File: src/rtl/ivg_pkg.sv
package ivg_pkg;

   // Kind of request presented to the address former
   typedef enum logic [1:0] {
      IVG_IDLE  = 2'd0,
      IVG_USER  = 2'd1,
      IVG_RESET = 2'd2
   } ivg_kind_e;

   function automatic ivg_kind_e ivg_classify(input logic req, input logic is_reset);
      if (!req)          return IVG_IDLE;
      else if (is_reset) return IVG_RESET;
      else               return IVG_USER;
   endfunction

endpackage

File: src/rtl/ivg_mode_reg.sv
module ivg_mode_reg #(
   parameter int MODE_W   = 16,
   parameter int PAGE_W   = 9,
   parameter int RST_LOW  = 0
) (
   input  logic              clk,
   input  logic              rst_n,
   input  logic              wr_en,
   input  logic [MODE_W-1:0] wr_data,
   output logic [MODE_W-1:0] rd_data,
   output logic [PAGE_W-1:0] page_ptr
);
   localparam int LOW_W = MODE_W - PAGE_W;
   localparam logic [LOW_W-1:0] LOW_RST = LOW_W'(RST_LOW);

   logic [PAGE_W-1:0] ptr_q;
   logic [LOW_W-1:0]  low_q;

   // Pointer field: hardware reset forces all ones
   always_ff @(posedge clk or negedge rst_n) begin
      if (!rst_n)     ptr_q <= '1;
      else if (wr_en) ptr_q <= wr_data[MODE_W-1 -: PAGE_W];
   end

   // Remaining mode bits are kept verbatim
   always_ff @(posedge clk or negedge rst_n) begin
      if (!rst_n)     low_q <= LOW_RST;
      else if (wr_en) low_q <= wr_data[LOW_W-1:0];
   end

   assign rd_data  = {ptr_q, low_q};
   assign page_ptr = ptr_q;
endmodule

File: src/rtl/ivg_addr_calc.sv
module ivg_addr_calc
   import ivg_pkg::*;
#(
   parameter int ADDR_W          = 16,
   parameter int PAGE_W          = 9,
   parameter int VEC_W           = 5,
   parameter int SLOT_LSB        = 2,
   parameter bit LOCK_RESET_PAGE = 1'b1
) (
   input  ivg_kind_e         kind,
   input  logic [PAGE_W-1:0] page_ptr,
   input  logic [VEC_W-1:0]  num,
   output logic [ADDR_W-1:0] addr
);
   localparam int OFS_W = VEC_W + SLOT_LSB;

   logic [PAGE_W-1:0] reset_page;

   generate
      if (LOCK_RESET_PAGE) begin : g_locked
         // Reset entry point is pinned to the top page
         assign reset_page = '1;
      end else begin : g_follow
         assign reset_page = page_ptr;
      end
   endgenerate

   always_comb begin
      unique case (kind)
         IVG_USER:  addr = {page_ptr, num, {SLOT_LSB{1'b0}}};
         IVG_RESET: addr = {reset_page, {OFS_W{1'b0}}};
         default:   addr = '0;
      endcase
   end
endmodule

File: src/rtl/ivg_ack_gen.sv
module ivg_ack_gen (
   input  logic clk,
   input  logic rst_n,
   input  logic req,
   output logic ack
);
   logic req_q;

   always_ff @(posedge clk or negedge rst_n) begin
      if (!rst_n) req_q <= 1'b0;
      else        req_q <= req;
   end

   // Acknowledge only the first cycle of a request
   assign ack = req & ~req_q;
endmodule

File: src/rtl/ivg_vector_gen.sv
module ivg_vector_gen
   import ivg_pkg::*;
#(
   parameter int ADDR_W          = 16,
   parameter int NUM_VEC         = 32,
   parameter int SLOT_WORDS      = 4,
   parameter int MODE_W          = 16,
   parameter int MODE_RST_LOW    = 0,
   parameter bit LOCK_RESET_PAGE = 1'b1
) (
   input  logic                       clk,
   input  logic                       rst_n,
   input  logic                       mode_wr_en,
   input  logic [MODE_W-1:0]          mode_wr_data,
   output logic [MODE_W-1:0]          mode_rd_data,
   input  logic                       vec_req,
   input  logic                       vec_is_reset,
   input  logic [$clog2(NUM_VEC)-1:0] vec_num,
   output logic [ADDR_W-1:0]          vec_addr,
   output logic                       vec_ack
);
   localparam int VEC_W    = $clog2(NUM_VEC);
   localparam int SLOT_LSB = $clog2(SLOT_WORDS);
   localparam int PAGE_W   = ADDR_W - VEC_W - SLOT_LSB;

   // Elaboration-time parameter checks
   generate
      if ((1 << VEC_W) != NUM_VEC) begin : g_bad_num
         initial $fatal(1, "NUM_VEC must be a power of two");
      end
      if ((1 << SLOT_LSB) != SLOT_WORDS) begin : g_bad_slot
         initial $fatal(1, "SLOT_WORDS must be a power of two");
      end
      if (PAGE_W < 1) begin : g_bad_page
         initial $fatal(1, "vector table does not fit the address width");
      end
      if (MODE_W <= PAGE_W) begin : g_bad_mode
         initial $fatal(1, "mode register must be wider than the pointer");
      end
   endgenerate

   logic [PAGE_W-1:0] page_ptr;
   ivg_kind_e         kind;

   ivg_mode_reg #(
      .MODE_W  (MODE_W),
      .PAGE_W  (PAGE_W),
      .RST_LOW (MODE_RST_LOW)
   ) u_mode (
      .clk      (clk),
      .rst_n    (rst_n),
      .wr_en    (mode_wr_en),
      .wr_data  (mode_wr_data),
      .rd_data  (mode_rd_data),
      .page_ptr (page_ptr)
   );

   assign kind = ivg_classify(vec_req, vec_is_reset);

   ivg_addr_calc #(
      .ADDR_W          (ADDR_W),
      .PAGE_W          (PAGE_W),
      .VEC_W           (VEC_W),
      .SLOT_LSB        (SLOT_LSB),
      .LOCK_RESET_PAGE (LOCK_RESET_PAGE)
   ) u_calc (
      .kind     (kind),
      .page_ptr (page_ptr),
      .num      (vec_num),
      .addr     (vec_addr)
   );

   ivg_ack_gen u_ack (
      .clk   (clk),
      .rst_n (rst_n),
      .req   (vec_req),
      .ack   (vec_ack)
   );
endmodule

File: config.mk
export PLATFORM = sky130hd
export DESIGN_NAME = ivg_vector_gen
export DESIGN_NICKNAME = d
export VERILOG_FILES = /design/src/rtl/ivg_pkg.sv /design/src/rtl/ivg_mode_reg.sv /design/src/rtl/ivg_addr_calc.sv /design/src/rtl/ivg_ack_gen.sv /design/src/rtl/ivg_vector_gen.sv
export SDC_FILE = /design/constraint.sdc
export NUM_CORES = 1
export LEC_CHECK = 0
export ABC_AREA = 1
export BUFFER_PORTS_ARGS = -buffer_cell sky130_fd_sc_hd__buf_2
export CAP_MARGIN = 10
export CORE_AREA = 2 2 50 52
export DETAILED_ROUTE_END_ITERATION = 8
export DIE_AREA = 0 0 52 54
export PLACE_DENSITY = 0.79
export REMOVE_ABC_BUFFERS = 1
export SLEW_MARGIN = 20
export SYNTH_ARGS = -nofsm -noshare
export SYNTH_HDL_FRONTEND = slang
export SYNTH_SLANG_ARGS = --single-unit
export TNS_END_PERCENT = 1
File: constraint.sdc
create_clock -name clk -period 0.8 [get_ports clk]
set_input_delay 0.16 -clock clk [delete_from_list [all_inputs] [get_ports clk]]
set_output_delay 0.16 -clock clk [all_outputs]
set_load 0.01 [all_outputs]
**Word-level counts from Yosys, hierarchy flattened**

Cells that the tools add are included.

- Output and inout bits: 33
- Flip-flop bits (word level): 17
- Bits of input ports: 26
- Word-level logic and storage cells: 10

- Multiplexer cells: 3
- Bitwise operators: 2
- Eq/ne operators: 2

Operators by type and width:

| cell | count |
|---|---|
| $pmux 16 s2 | 1 |
| $mux 2 | 2 |
| $eq 2x1->1 const B | 1 |
| $eq 2x2->1 const B | 1 |
| $and 1x1->1 | 1 |
| $not 1->1 | 1 |

**Longest topological paths before layout**

- Word-level depth: 4
- Depth in mapped cells: 5
- Mapped depth without buffers: 3

**Hierarchy**

From an unflattened synthesis, not the netlist that was laid out.

- Cells, all modules: 122
- Area, all modules: 962.2 sq um

By module, submodules not included:

| module | cells each | seq. area each (sq um) | area each (sq um) | instances |
|---|---|---|---|---|
| ivg_mode_reg | 77 | 411.6 | 723.2 | 1 |
| ivg_addr_calc | 38 | 0.0 | 186.4 | 1 |
| ivg_ack_gen | 3 | 25.0 | 35.0 | 1 |
| ivg_vector_gen | 4 | 0.0 | 17.5 | 1 |

**Worst setup path after synthesis**

OpenSTA, ideal clock, no wires.

- Path kind: register to output
- Start point: register u_mode.ptr_q[0] (netlist: u_mode.page_ptr[0])
- End point: output vec_addr[7]
- Arrival: 763 ps
- Stages on the path, launching flop included: 3
- Path slack: -123 ps
- Cells stage by stage: dfstp_2 > nor2_1 > nor2_1

- Word-level cells in the longest chain between the ends: 1

RTL lines:

| element | line | RTL |
|---|---|---|
| from (decl) | ivg_mode_reg.sv:16 | `logic [PAGE_W-1:0] ptr_q;` |
| from (signal assigned) | ivg_mode_reg.sv:22 | `else if (wr_en) ptr_q <= wr_data[MODE_W-1 -: PAGE_W];` |
| $pmux 16 s2 | ivg_addr_calc.sv:29 | `unique case (kind)` |
| to (decl) | ivg_vector_gen.sv:19 | `output logic [ADDR_W-1:0] vec_addr,` |

No other way between the ends.

**Final worst setup path**

- Start point: register u_mode.ptr_q[1] (netlist: u_mode.page_ptr[1])
- End point: output vec_addr[8]

Same word-level chain as after synthesis.

==> out/metrics.cfg <==
[run_status]
status=finished, violations left
violations=setup timing

[floorplanning]
die_y_um=54
core_um2=2320
row_count=18
die_x_um=52
start_util=0.368
num_io_pins=59
dieArea_um2=2810

[finish]
drive_gt1_frac=0.585
final_cell_mix=52 x buf_2, 31 x nand2_1, 24 x nor2_1
num_antenna_cells=0
syn2layout_area_growth_pct=55.8
final_cell_count_no_fill=206
final_nets=203
final_common_cell=buf_2

[route]
drtPass1Iterations=4
wl_per_cell_um=10.6
via_count=891
drt.antenna.violating_nets=0
viasPerCell=4.33
drtIter0Drc=9
drc_errors=0
wirelength_um=2190

[flow_run]
cap_violations=0

[place]
dp_hpwl_um=1730
gp_congestion=0.597
place_inst=199
portBuffers=56

[clocking]
h-tree-depth=1
clockBufferDepth=2
cts_tree=yes
cts.sinks=17
cts-root-buf=clkbuf_4
clk_pin_slew_ns=0.10
clkLatencyLatePin_ns=0.28
cts_made_buffers=3

[critical_path]
path_common_cell=nor2_1
cp.required_ns=0.64
crit_chain=nor2_1, nor2_1, buf_2
critPathArrivalTime_ns=1.10
critPathMaxFanout=2
slowest_delay_ns=0.54
end_kind=output pin
cp_slowest_cell=dfstp_2
cp-start-kind=flip-flop
criticalPathCategory=reg -> out

[sta]
setup_viol=37
layout_setup_ws_ns=-0.463
finalHoldViolations=0
rsz0062_at_grt=true
period_needed_ns=1.26
slew_viol_final=0
fin_skew_ns=0
fmax_mhz=792
hold_ws_ns=0.0587
fin_crit_sh=1.58

[global_routing]
grt_pass1_vias=803
grt-ovfl-total=0
grt.total_usage=0.164
antenna_found_initial=0
grt_start_max_net_pins=18
grt_pass1_wl_um=3390

[yosys]
synth.distinct_cells=12
syn_area_um2=855
syn_inst=105
ys_seq_elements=17
synth_area_per_cell_um2=8.14
ys_warn_count=0
ys_seq_area_frac=0.511

[pwr]
pwr-share-seq=0.491
vdd_drop_max_mv=0.712
clkPwrFrac=0.222
p_int_mw=1.45
power_per_cell_area_nw_per_um2=1550
switchingPower_uw=612
switching_share=0.297
p_comb_frac=0.286
p_leak_nw=0.782

[hold_path]
hold_class=in -> reg

## layer usage
| metal | vias to the layer above | track usage | part of all wire |
|---|---|---|---|
| met3 | 2 | 0.0444 | 0.11 |
| met1 | 397 | 0.185 | 0.40 |
| met4 | 0 | 0.0526 | 0.0018 |
| met2 | 47 | 0.300 | 0.48 |
| met5 | - | 0 | 0 |
| li1 | 445 | - | - |
## worst paths after layout
check | from | end | slack (ns) | cells after the start
worst min-delay path | mode_wr_data[8] | u_mode.page_ptr[1] | 0.06 | 3
max in group asynchronous | rst_n | u_mode.page_ptr[7] | 0.16 | 2
min in group asynchronous | rst_n | u_ack.req_q | 0.33 | 2
worst max register to register | u_mode.page_ptr[1] | u_mode.page_ptr[1] | -0.10 | 4
worst min register to register | u_mode.low_q[4] | u_mode.low_q[4] | 0.48 | 2
worst max-delay path | u_mode.page_ptr[1] | vec_addr[8] | -0.46 | 3
## metrics by stage
step / setup TNS (ns) / setup WS [ns] / total power [mW] / util / area [µm²]
4_1_cts: -9.34 / -0.476 / 2.07 / 0.567 / 1320
2_1_floorplan: -1.03 / -0.123 / 1.24 / - / 793
5_1_grt: -10.66 / -0.530 / 2.18 / 0.574 / 1330
3_5_place_dp: -1.99 / -0.167 / 1.58 / 0.537 / 1250
3_3_place_gp: -1.55 / -0.129 / 1.56 / 0.537 / 1250
6_report: -9.02 / -0.463 / 2.06 / 0.574 / 1330
## power groups by stage
| stage | clock, mW | combinational (mW) | sequential (mW) |
|---|---|---|---|
| floorplan | 0 | 0.173 | 1.07 |
| global route | 0.506 | 0.650 | 1.02 |
| CTS | 0.476 | 0.587 | 1.01 |
| finish | 0.458 | 0.590 | 1.01 |
| detailed placement | 0 | 0.549 | 1.03 |
| global placement | 0 | 0.534 | 1.02 |
## synth_stat cells (all sizes together)
library cell | count | area, µm²
dfstp | 9 | 236
nand2 | 49 | 221
dfrtp | 8 | 200
buf | 6 | 65.1
nor2 | 24 | 90.1
inv | 7 | 33.8
clkinv | 1 | 3.75
conb | 1 | 3.75
## flip-flops by register name (all words and copies together) (netlist names)
name and cells:
u_mode.low_q 7, u_mode.page_ptr 9, u_ack.req_q 1
## worst max-delay path, delay by kind of cell (launching register included)
| kind | cells | cell delay [ns] |
|---|---|---|
| buffers and inverters | 1 | 0.14 |
| DFF | 1 | 0.54 |
| and+or+nand+nor | 2 | 0.14 |
## area by class of cell
class / instances / area, µm²
Sequential cell: 17 / 437
Timing Repair Buffer: 72 / 465
Fill cell: 199 / 988
Tap cell: 30 / 37.5
Multi-Input combinational cell: 75 / 327
Clock buffer: 3 / 22.5
Inverter: 8 / 37.5
Clock inverter: 1 / 5.00
## what timing repair did
action | CTS | global route
setup buffers | 2 | 0
setup endpoints to repair | 38 | 40
gates resized for setup | 4 | 4
hold endpoints to repair | 8 | 0
hold buffers | 1 | 0
## cells by family (layout without fill, tap and decap cells)
| logic type | after synthesis | in the layout | share of synthesized area |
|---|---|---|---|
| other | 1 | 2 | 0.00439 |
| AND/OR/NAND/NOR | 73 | 73 | 0.365 |
| buffers and inverters | 14 | 84 | 0.120 |
| flip-flops | 17 | 17 | 0.511 |
No activity file was read; power rests on OpenSTA's default activity.
